===== src/rtl/vag_pkg.sv =====
package vag_pkg;
   typedef enum logic [1:0] {
      AM_UNIT   = 2'd0,
      AM_STRIDE = 2'd1,
      AM_INDEX  = 2'd2,
      AM_MASK   = 2'd3
   } am_mode_e;
endpackage


===== src/rtl/vag_plan.sv =====
// Per-operation set-up: element count, address step and first address.
module vag_plan
   import vag_pkg::*;
#(
   parameter int AW  = 32,
   parameter int VLW = 8
) (
   input  am_mode_e         mode,
   input  logic [1:0]       sew,
   input  logic [AW-1:0]    base,
   input  logic [AW-1:0]    stride,
   input  logic [VLW-1:0]   vl,
   input  logic [VLW-1:0]   vstart,
   output logic [VLW-1:0]   count,
   output logic [AW-1:0]    step,
   output logic [AW-1:0]    first,
   output logic             empty
);
   localparam int CW = VLW + 1;

   logic [CW-1:0] vl_plus;
   logic [AW-1:0] vs_ext;

   assign vl_plus = CW'(vl) + CW'(7);
   assign vs_ext  = AW'(vstart);

   always_comb begin
      unique case (mode)
         AM_UNIT:   step = AW'(1) << sew;
         AM_STRIDE: step = stride;
         AM_MASK:   step = AW'(1);
         default:   step = '0;
      endcase
      if (mode == AM_MASK) count = VLW'(vl_plus >> 3);
      else                 count = vl;
   end

   assign first = base + step * vs_ext;
   assign empty = (vstart >= count);
endmodule


===== src/rtl/vag_idx_ext.sv =====
// Selects the index width and zero-extends or truncates to the address width.
module vag_idx_ext #(
   parameter int AW = 32
) (
   input  logic [63:0]   raw,
   input  logic [1:0]    iw,
   output logic [AW-1:0] off
);
   logic [63:0] sel;

   always_comb begin
      unique case (iw)
         2'd0:    sel = {56'd0, raw[7:0]};
         2'd1:    sel = {48'd0, raw[15:0]};
         2'd2:    sel = {32'd0, raw[31:0]};
         default: sel = raw;
      endcase
   end

   generate
      if (AW < 64) begin : g_trunc
         assign off = sel[AW-1:0];
      end else begin : g_full
         assign off = sel;
      end
   endgenerate
endmodule


===== src/rtl/vec_addr_gen.sv =====
module vec_addr_gen
   import vag_pkg::*;
#(
   parameter int AW  = 32,
   parameter int VLW = 8
) (
   input  logic             clk,
   input  logic             rst_n,
   input  logic             start,
   input  logic [1:0]       cfg_mode,
   input  logic             cfg_ordered,
   input  logic [1:0]       cfg_sew,
   input  logic [AW-1:0]    cfg_base,
   input  logic [AW-1:0]    cfg_stride,
   input  logic [VLW-1:0]   cfg_vl,
   input  logic [VLW-1:0]   cfg_vstart,
   input  logic             idx_valid,
   output logic             idx_ready,
   input  logic [63:0]      idx_data,
   input  logic [1:0]       idx_width,
   output logic             out_valid,
   input  logic             out_ready,
   output logic [VLW-1:0]   out_elem,
   output logic [AW-1:0]    out_addr,
   output logic [1:0]       out_size,
   output logic             out_ordered,
   output logic             busy
);
   generate
      if (AW < 16 || AW > 64) begin : g_bad_aw
         $error("vec_addr_gen: AW must lie in 16..64");
      end
      if (VLW < 1 || VLW >= AW) begin : g_bad_vlw
         $error("vec_addr_gen: VLW must lie in 1..AW-1");
      end
   endgenerate

   am_mode_e       mode_r;
   logic [1:0]     sew_r;
   logic           ord_r;
   logic [AW-1:0]  base_r, step_r, acc_r;
   logic [VLW-1:0] elem_r, count_r;

   logic [VLW-1:0] p_count;
   logic [AW-1:0]  p_step, p_first, idx_off;
   logic           p_empty, fire, last, launch;

   vag_plan #(.AW(AW), .VLW(VLW)) u_plan (
      .mode   (am_mode_e'(cfg_mode)),
      .sew    (cfg_sew),
      .base   (cfg_base),
      .stride (cfg_stride),
      .vl     (cfg_vl),
      .vstart (cfg_vstart),
      .count  (p_count),
      .step   (p_step),
      .first  (p_first),
      .empty  (p_empty)
   );

   vag_idx_ext #(.AW(AW)) u_idx (
      .raw (idx_data),
      .iw  (idx_width),
      .off (idx_off)
   );

   assign launch    = start && !busy && !p_empty;
   assign out_valid = busy && (mode_r != AM_INDEX || idx_valid);
   assign idx_ready = busy && (mode_r == AM_INDEX) && idx_valid && out_ready;
   assign fire      = out_valid && out_ready;
   assign last      = (elem_r == count_r - VLW'(1));

   assign out_elem    = elem_r;
   assign out_addr    = (mode_r == AM_INDEX) ? base_r + idx_off : acc_r;
   assign out_size    = (mode_r == AM_MASK) ? 2'd0 : sew_r;
   assign out_ordered = ord_r;

   always_ff @(posedge clk or negedge rst_n) begin
      if (!rst_n) begin
         busy    <= 1'b0;
         mode_r  <= AM_UNIT;
         sew_r   <= '0;
         ord_r   <= 1'b0;
         base_r  <= '0;
         step_r  <= '0;
         acc_r   <= '0;
         elem_r  <= '0;
         count_r <= '0;
      end else if (launch) begin
         busy    <= 1'b1;
         mode_r  <= am_mode_e'(cfg_mode);
         sew_r   <= cfg_sew;
         ord_r   <= cfg_ordered;
         base_r  <= cfg_base;
         step_r  <= p_step;
         acc_r   <= p_first;
         elem_r  <= cfg_vstart;
         count_r <= p_count;
      end else if (fire) begin
         acc_r  <= acc_r + step_r;
         elem_r <= elem_r + VLW'(1);
         if (last) busy <= 1'b0;
      end
   end


   initial_idle_chk: assert property (@(posedge clk) !rst_n |=> !busy);


   elem_in_range_chk: assert property (@(posedge clk) disable iff (!rst_n)
      busy |-> elem_r < count_r);


   ascend_chk: assert property (@(posedge clk) disable iff (!rst_n)
      (fire && !last) |=> busy && out_elem == $past(out_elem) + VLW'(1));


   finish_chk: assert property (@(posedge clk) disable iff (!rst_n)
      (fire && last) |=> !busy);


   hold_stable_chk: assert property (@(posedge clk) disable iff (!rst_n)
      (out_valid && !out_ready) |=> out_valid && $stable(out_addr)
                                   && $stable(out_elem) && $stable(out_size));


   unit_step_chk: assert property (@(posedge clk) disable iff (!rst_n)
      (fire && !last && mode_r == AM_UNIT)
      |=> out_addr == $past(out_addr) + (AW'(1) << out_size));


   mask_size_chk: assert property (@(posedge clk) disable iff (!rst_n)
      (out_valid && mode_r == AM_MASK) |-> out_size == 2'd0);


   start_ignored_chk: assert property (@(posedge clk) disable iff (!rst_n)
      (busy && start && !fire) |=> busy && $stable(out_elem) && $stable(out_ordered));
endmodule


===== config.mk =====
export PLATFORM = sky130hd
export DESIGN_NAME = vec_addr_gen
export DESIGN_NICKNAME = d
export VERILOG_FILES = /design/src/rtl/vag_pkg.sv /design/src/rtl/vag_plan.sv /design/src/rtl/vag_idx_ext.sv /design/src/rtl/vec_addr_gen.sv
export SDC_FILE = /design/constraint.sdc
export NUM_CORES = 1
export LEC_CHECK = 0
export BUFFER_PORTS_ARGS = -buffer_cell sky130_fd_sc_hd__buf_2
export CAP_MARGIN = 40
export CORE_ASPECT_RATIO = 0.6
export CORE_MARGIN = 2
export CORE_UTILIZATION = 42
export DETAILED_ROUTE_END_ITERATION = 16
export SLEW_MARGIN = 10
export SYNTH_ARGS = -nofsm -noshare
export SYNTH_HDL_FRONTEND = slang
export SYNTH_HIERARCHICAL = 1
export SYNTH_SLANG_ARGS = --single-unit

===== constraint.sdc =====
create_clock -name clk -period 6 [get_ports clk]
set_input_delay 1.5 -clock clk [delete_from_list [all_inputs] [get_ports clk]]
set_output_delay 1.5 -clock clk [all_outputs]
set_load 0.1 [all_outputs]

Word level (Yosys, flattened, before mapping)
Cells that the tools add are included.
{ "op_classes": {"add_sub_neg": 6, "multipliers": 1, "n_div": 0, "order_cmp": 1, "eq_ne": 8, "n_shift": 1, "n_mux": 12, "bitwise": 0, "reduce_logical": 15} }
{ "op_table": {"columns": ["op", "count"], "rows": [
  ["$pmux W32 S3", 2],
  ["$add A32 B32 Y32", 3],
  ["$mux W32", 3],
  ["$mul A32 B8 Y32", 1],
  ["$shl A1 B2 Y32 const A", 1],
  ["$mux W8", 3],
  ["$add A8 B3 Y9 const B", 1],
  ["$add A8 B1 Y8 const B", 1],
  ["$eq A2 B2 Y1 const B", 4],
  ["$eq A8 B8 Y1", 1],
  ["$ge A8 B8 Y1", 1],
  ["$sub A8 B1 Y8 const B", 1],
  ["$logic_and A1 B1 Y1", 7],
  ["$eq A2 B1 Y1 const B", 2],
  ["$logic_not A2 Y1", 2],
  ["$reduce_bool A2 Y1", 2],
  ["$mux W1", 3],
  ["$logic_not A1 Y1", 2],
  ["$mux W2", 1],
  ["$ne A2 B2 Y1 const B", 1],
  ["$reduce_and A2 Y1", 1],
  ["$logic_or A1 B1 Y1", 1]
]} }
{ "word_totals": {"register_bits": 118, "latch_bits": 0, "ram_bits": 0, "mem_bits_ro": 0, "output_inout_bits": 46, "word_cells": 53, "memories": 0} }

Longest topological paths before layout
Gate-level depths: netlist of the first run.
{ "depth": {"depth_word": 7, "mapped_depth": 24} }

Hierarchy
The synthesis of the first run kept the hierarchy.
{ "modules_own_cells": {"columns": ["module", "instances", "cells_each", "area_per_inst_um2", "seq_area_each_um2"], "rows": [
  ["vec_addr_gen", 1, 1069, 8575.7, 2952.8],
  ["vag_plan", 1, 1018, 8303.0, 0.0],
  ["vag_idx_ext", 1, 35, 251.5, 0.0]
]} }

Least setup slack after synthesis of the first run
Ideal clock, no wire load.
{ "synth_timing": {"kind": "input -> output", "from": "input idx_width[0]", "to": "output out_addr[15]", "t_arrival_ns": 5.690, "required_ns": 4.500, "path_slack_ns": -1.190, "stages": 4, "path_buffers": 1, "cell_sequence": "buf_2 > o21a_1 > ha_1 > o311ai_0"} }
{ "synth_via": {"elab_chain_len": 4, "word_cells_on_any_way": 6} }
{ "synth_rtl": {"columns": ["element", "line", "text"], "rows": [
  ["start: declaration", "vec_addr_gen.sv:20", "input logic [1:0] idx_width,"],
  ["$eq A2 B2 Y1 (tied with other cells)", "vag_idx_ext.sv:12", "unique case (iw)"],
  ["$pmux W32 S3 (*)", "vag_idx_ext.sv:12", null],
  ["via idx_off[15]", "vec_addr_gen.sv:45", "logic [AW-1:0] p_step, p_first, idx_off;"],
  ["$add A32 B32 Y32 (*)", "vec_addr_gen.sv:74", "assign out_addr = (mode_r == AM_INDEX) ? base_r + idx_off : acc_r;"],
  ["$mux W32 (*)", "vec_addr_gen.sv:74", null],
  ["end: declaration", "vec_addr_gen.sv:24", "output logic [AW-1:0] out_addr,"]
]} }
Mark *: on every way through the listed nets, which the timed path passes. The rest lies on a longest branch.

Final worst setup path of the first run
{ "layout_timing": {"from": "input cfg_mode[0]", "to": "register acc_r[28]"} }
{ "layout_via": {"word_cells_on_any_way": 12} }
{ "layout_lines": {"columns": ["element", "line", "text"], "rows": [
  ["start: declaration", "vec_addr_gen.sv:10", "input logic [1:0] cfg_mode,"],
  ["$eq A2 B2 Y1 (tied with other cells)", "vag_plan.sv:28", "unique case (mode)"],
  ["$pmux W32 S3 (*)", "vag_plan.sv:28", null],
  ["via p_step[3]", "vec_addr_gen.sv:45", null],
  ["$mul A32 B8 Y32 (*)", "vag_plan.sv:38", "assign first = base + step * vs_ext;"],
  ["$add A32 B32 Y32 (*)", "vag_plan.sv:38", null],
  ["via p_first[28]", "vec_addr_gen.sv:45", null],
  ["$mux W32 (*)", "vec_addr_gen.sv:89", "end else if (launch) begin"],
  ["end signal: assignment", "vec_addr_gen.sv:96", "acc_r <= p_first;"],
  ["end signal: assignment", "vec_addr_gen.sv:100", "acc_r <= acc_r + step_r;"],
  ["end: declaration", "vec_addr_gen.sv:41", "logic [AW-1:0] base_r, step_r, acc_r;"]
]} }
Marks and branches as above.
A chain may end at the register's enable or synchronous reset.

==> metrics.txt, run 1 <==
root buffer cell=clkbuf_16; MaxCap Viol Count=0; Final WS setup=-397 ps; largest area contributor in the synthesized netlist=fa_1; GR Util All Layers=26.1%; Setup violations, final=16; Netlist cell types=99; Reg-to-Reg Start=acc_r[10]$_DFFE_PN0P_; failing checks=setup timing; Startpoint Class=input port; Post-synth top flop=dfrtp_1; IO Count=202; layout cell share with drive strength beyond 1=24.1%; Area Overhead vs Synth=25.7%; Critical Path End Type=register; Synth Area in Compound Gates=15.7%; ys async rst share=100%; Slew Viols, Final=0; EDFF count, synth=0; clk_lat worst skew=430 ps; via count=15900; number of global-route vias before repair=16500; Syn. warnings=6; post-layout net count=2864; top cell type's share of synthesized area=22.0%; largest family of logic cells by synthesized area=adder cells; final hold vios=0; post-synth net total=2579; Seq/Total Area, Yosys=17.2%; core footprint=40400 µm²; HP Class=register to register; Post-Synthesis Cells=2122; H-tree level count=4; Seq cells post-synth=118; Synth area leaders=fa_1, dfrtp_1, nand2_1; Reg clk slew, reported paths=60 ps; DP HPWL=43800 µm; Starting Density=42.4%; slew margin rel.=44.4%; Worst Setup Path Type=input port to register; PortBufs=169; critical hold path startpoint=out_ordered$_DFFE_PN0P_; clock tree buffer depth=2; DRT Pass-1 Iters=6; placed insts=2909; largest net degree at the start of global routing=53; Worst EP arrival=6680 ps; Syn Std Cell Area=17100 µm²; CP Max Fanout=9; unrepaired setup endpoints after global routing=yes; Sink Count=118; leakage=11.1 nW; most frequent cell after synthesis=nand2_1; routed len/inst=18.2 µm; Antenna Cells=0; synthesized area per cell=8.07 µm²; Detailed Route WL=53800 µm; pwr/cell area=464 nW/µm²; Post-Layout Cell Count=2950; measured slew at the worst slew-check pin=835 ps; Synth top cells by count=nand2_1, inv_1, fa_1; Die Y=160 µm; WP data required=6290 ps; initial antenna violation count=1; first-pass GRT wire length=87800 µm; Core Util, Final=53.4%; 1st-iter DRT viols=1193; CTS tree=built; Adder-Cell Fraction of Synth Area=30.2%; Synth Area in XOR/XNOR=5.11%; CTS buffer count=17; CP startpoint=cfg_mode[0]; post-synthesis mux area share=0.241%; outcome=finished, violations left; clk_skew=14.2 ps; DP Worst Slack=-1050 ps; Final Wtd Congestion=0.913; die area=42500 µm²; ANT nets after route=0; die width=265 µm; share of the cycle needed by the critical path after routing=107%; DRC=0; VDD IR max=0.464 mV; grt total ovfl=0; Post-CTS Hold Buffers=0; crit path time final=6400 ps; # rows=57; achievable frequency=0.156 GHz; Simple-Gate Fraction of Synth Area=22.3%; routed vias/inst=5.38
[through the flow]
stage               instance area (µm²)  hold WS (ps)  power [mW]  TNS, ps
floorplan                         17700           439        6.73    -1400
global placement                  20300           451        8.52   -16460
detailed placement                20300           461        8.61   -17880
CTS                               21300           476        9.88    -2220
global route                      21500           496        10.7    -6410
finish                            21500           476        10.0    -3530
[flip-flops by register name, indices dropped and copies added (netlist names)]
name,cells
count_r,8
out_elem,8
sew_r,2
busy,1
acc_r,32
mode_r,2
base_r,32
step_r,32
out_ordered,1
[report_power, final]
group / total (mW) / internal [mW] / leakage (nW) / switching [mW]
registers: 1.50 / 1.16 / 1.47 / 0.339
clock network: 1.08 / 0.702 / 0.294 / 0.375
logic: 7.42 / 2.70 / 9.33 / 4.72
total: 10.0 / 4.56 / 11.1 / 5.44
[worst max-delay path, stage by stage]
cell	delay, ps
buf_12	130
buf_4	140
a21oi_2	180
nor2_4	80
buf_6	140
and2_1	170
fa_1	490
fa_1	530
fa_1	550
inv_1	60
fa_1	540
inv_1	70
ha_4	260
a21o_4	220
o311ai_4	360
o211ai_4	170
a311oi_4	380
nor2_2	100
xor2_1	180
a222oi_1	310
o21ai_1	110
[cell families (layout without fill, tap and decap cells)]
kind of cell	count (synthesis)	after routing
AOI/OAI and AO/OA	394	394
DFF	118	118
adders and majority gates	301	301
xor gates and xnor gates	100	100
muxes	4	4
and+or+nand+nor	813	813
buffers and inverters	392	689
[worst paths after layout]
kind                                                end  slack [ps]  cells after the start
worst min register to register  out_ordered$_DFFE_PN0P_         480                      2
worst max register to register    acc_r[29]$_DFFE_PN0P_        2860                      9
max in group asynchronous         acc_r[29]$_DFFE_PN0P_        4010                      2
worst min-delay path            out_ordered$_DFFE_PN0P_         480                      2
worst max-delay path              acc_r[28]$_DFFE_PN0P_        -400                     21
min in group asynchronous         base_r[7]$_DFFE_PN0P_         990                      1
[area by class of cell]
cell class | instances | area (µm²)
clock inverters | 9 | 151
well taps | 531 | 664
repair buffers | 372 | 2760
inverters | 286 | 1070
multi-input cells | 1612 | 13500
fillers | 3821 | 18800
flip-flops and latches | 118 | 2950
clock buffers | 22 | 454
[metal layers]
layer | global-route usage [%] | vias to the layer above | share of wire (%)
li1 | - | 7527 | -
met1 | 36.7 | 7840 | 46
met2 | 42.6 | 453 | 46
met3 | 4.00 | 62 | 5.8
met4 | 5.70 | 0 | 2.1
met5 | 0 | - | 0
[cell usage in the layout, fill, tap and decap left out, drive strengths merged, types with 7 or more instances in the layout]
master  instances
nand2         430
buf           370
inv           286
fa            188
and3          136
dfrtp         118
ha            113
a21oi         104
o21ai          85
nor2           74
and2           69
xnor2          65
a21o           43
xor2           35
nand3          31
clkbuf         24
o21a           22
nor3           15
a211oi         15
a31oi          15
o22ai          13
nor2b          13
o211ai         12
nand4          11
o21bai          9
a211o           7
[repair_timing]
item / CTS / global route
setup buffers: 6 / 3
endpoints found under the setup margin: 21 / 28
gates resized for setup: 71 / 39
pin swaps: 22 / 21
gates cloned: 1 / 1
hold endpoints to repair: 0 / 0
Note: power is estimated with default switching activity, not from simulation.
==> inputs of run 2 (changes only) <==
--- a/config.mk
+++ b/config.mk
@@ -11,8 +11,7 @@
 export CORE_MARGIN = 2
 export CORE_UTILIZATION = 42
 export DETAILED_ROUTE_END_ITERATION = 16
-export SLEW_MARGIN = 10
+export SLEW_MARGIN = 20
 export SYNTH_ARGS = -nofsm -noshare
 export SYNTH_HDL_FRONTEND = slang
-export SYNTH_HIERARCHICAL = 1
 export SYNTH_SLANG_ARGS = --single-unit
==> metrics.txt, run 2 <==
Starting Density=42.3% (-0.15 points); share of the cycle needed by the critical path after routing=105% (-1.9 points); failing checks=setup timing; most frequent cells in the layout=nand2_1, inv_1, buf_4; H-tree level count=4 (unchanged); unrepaired setup endpoints after global routing=yes; achievable frequency=0.159 GHz (+1.8%); clk_lat worst skew=430 ps (about the same); die width=259 µm (-2.1%); Post-synth top flop=dfrtp_1; commonest non-fill, non-tap cell in the layout=nand2_1; DP Worst Slack=-834 ps (+219 ps); worst path buffer plus inverter count=9 (+4); post-synth net total=2471 (-4.2%); pwr/cell area=441 nW/µm² (-4.9%); routed len/inst=19.2 µm (+5.2%); layout cell share with drive strength beyond 1=24.2% (+0.089 points); CTS buffer count=17 (unchanged); ANT nets after route=0 (unchanged); IO Count=202 (unchanged); Sink Count=118 (unchanged); largest area contributor in the synthesized netlist=fa_1; Final WS setup=-282 ps (+114 ps); Seq cells post-synth=118 (unchanged); critical path's largest stage delay=550 ps (about the same); Post-CTS Hold Buffers=0 (unchanged); via count=15500 (-2.3%); clk_skew=15.4 ps (+1.26 ps); Startpoint Class=input port; Synth top cells by count=nand2_1, inv_1, fa_1; Final Total Pwr=9.26 mW (-7.4%); Area Overhead vs Synth=27.9%; slew margin rel.=40.0% (-4.3 points); Seq/Total Area, Yosys=18.0% (+0.75 points); Die Y=157 µm (-2.1%); Slew Viols, Final=0 (unchanged); largest net degree at the start of global routing=73 (+38%); top cell type's share of synthesized area=22.9% (+0.96 points); root buffer cell=clkbuf_16; # rows=56 (-1.8%); grt total ovfl=0 (unchanged); Simple-Gate Fraction of Synth Area=20.9% (-1.5 points); Detailed Route WL=55000 µm (+2.2%); Final Wtd Congestion=0.932 (+2.0%); Syn Std Cell Area=16400 µm² (-4.2%); DRC=0 (unchanged); Synth Area in Compound Gates=15.4% (-0.31 points); leakage=10.6 nW (-4.3%); crit path time final=6280 ps (-114 ps); post-layout net count=2784 (-2.8%); DRT Pass-1 Iters=6 (unchanged); Post-Synthesis Cells=2014 (-5.1%); Worst Setup Path Type=input port to register; WP data required=6290 ps (about the same); PortBufs=169 (unchanged); initial antenna violation count=3 (+2); Netlist cell types=77 (-22%); 1st-iter DRT viols=1435 (+20%); VDD IR max=0.447 mV (-3.5%); CP cell instances=buf_8 -> nor2b_4 -> buf_12 -> buf_12 -> buf_6 -> and3_1 -> fa_1 -> fa_1 -> inv_1 -> fa_1 -> fa_1 -> inv_1 -> ha_1 -> buf_4 -> a21oi_1 -> a31o_1 -> a21boi_2 -> buf_4 -> a21bo_4 -> a21o_1 -> a21oi_2 -> xor2_1 -> buf_4 -> a21oi_2; clock tree buffer depth=2 (unchanged); MaxCap Viol Count=0 (unchanged); measured slew at the worst slew-check pin=877 ps (+42.1 ps); Worst EP arrival=6580 ps (-100 ps); Adder-Cell Fraction of Synth Area=31.5% (+1.3 points); Post-Layout Cell Count=2866 (-2.8%); Critical Path End Type=register; synthesized area per cell=8.15 µm² (+0.96%); Slowest-stage cell, CP=fa_1; most used cell along the critical path=fa_1; die area=40700 µm² (-4.1%); outcome=finished, violations left; largest family of logic cells by synthesized area=adder cells; setup TNS=-2350 ps (+1180 ps); HP Class=register to register; most frequent cell after synthesis=nand2_1; DP HPWL=44700 µm (+2.1%); number of global-route vias before repair=15100 (-8.9%); Syn. warnings=0 (-6); final hold vios=0 (unchanged); EDFF count, synth=0 (unchanged); post-synthesis mux area share=0.381% (+0.14 points); routed vias/inst=5.42 (+0.60%); Synth Area in XOR/XNOR=5.39% (+0.28 points); CTS tree=built; ys async rst share=100% (unchanged); GR Util All Layers=27.3% (+1.2 points); Final Hold Slack=469 ps (-6.29 ps); Synth area leaders=fa_1, dfrtp_1, ha_1; placed insts=2808 (-3.5%); Setup violations, final=13 (-3); core footprint=38800 µm² (-3.8%); cell family with most CP delay=adder cells; first-pass GRT wire length=85300 µm (-2.8%); top flop regs=acc_r x32, base_r x32, step_r x32; Reg clk slew, reported paths=60 ps (about the same); CP Max Fanout=17 (+8)
[run 2: changes by cell type in the layout (fill, tap and decap cells not counted), moves of 12 or more]
cell and delta:
nand2_1 -63, o21ai_0 +42, and3_1 -41, nand3_1 +39, buf_4 +26, inv_1 -24
nand2_2 -14, and2_1 -13, nand2b_1 +13, a21oi_1 -12
[run 2: path summary, 6_finish.rpt]
path	to	depth (start not counted)	slack [ps]	start
max	acc_r[23]$_DFFE_PN0P_	24	-280	cfg_mode[0]
min	sew_r[1]$_DFFE_PN0P_	2	470	sew_r[1]$_DFFE_PN0P_
max reg2reg	out_elem[0]$_DFFE_PN0P_	6	2530	mode_r[0]$_DFFE_PN0P_
min reg2reg	sew_r[1]$_DFFE_PN0P_	2	470	sew_r[1]$_DFFE_PN0P_
max in group asynchronous	step_r[2]$_DFFE_PN0P_	3	3780	rst_n
min in group asynchronous	mode_r[1]$_DFFE_PN0P_	1	970	rst_n
[run 2: layout make-up]
type,count,area (µm²)
Fill cell,3584,17800
Multi-Input combinational cell,1531,12700
Timing Repair Buffer,401,3090
Sequential cell,118,2950
Inverter,258,968
Tap cell,522,653
Clock buffer,17,425
Clock inverter,15,160
Antenna cell,4,10.0
[run 2: per-stage QoR]
step | utilization [%] | area (µm²)
6_report | 54.1 | 21000
5_1_grt | 54.1 | 21000
4_1_cts | 53.1 | 20600
3_5_place_dp | 50.7 | 19700
3_3_place_gp | 50.6 | 19600
2_1_floorplan | - | 16700
[run 2: kinds of logic (layout without fill, tap and decap cells)]
kind of cell    count (synthesis)  count (layout)
compound gates                394             394
simple gates                  729             729
flops                         118             118
other cells                     0               4
xor+xnor                      101             101
mux                             6               6
buf+inv                       365             691
fa+ha+maj                     301             301
[run 2: layer usage]
metal,global-route usage (%),vias to the layer above,routed length [µm]
met3,7.79,69,5540
met1,42.1,7573,26900
met2,37.1,598,21500
met4,6.05,0,1010
met5,0,-,0
li1,-,7282,-
[run 2: power by group]
| part | internal [mW] | switching (mW) |
|---|---|---|
| Combinational | 2.52 | 4.19 |
| Sequential | 1.15 | 0.368 |
| Clock | 0.589 | 0.445 |
| Total | 4.26 | 5.01 |
[run 2: worst reg2reg max path, stage by stage, from the launching register on]
cell and delay [ps]:
dfrtp_1 400, nand2b_2 540, buf_4 470, o211ai_1 750
buf_4 540, nand2_1 330, o221a_2 330
[run 2: timing repair]
| item | in CTS | in global routing |
|---|---|---|
| resized for setup | 59 | 64 |
| buffers inserted | 11 | 11 |
| cloned | 2 | 0 |
| pin swaps | 18 | 56 |
| endpoints found under the setup margin | 15 | 27 |
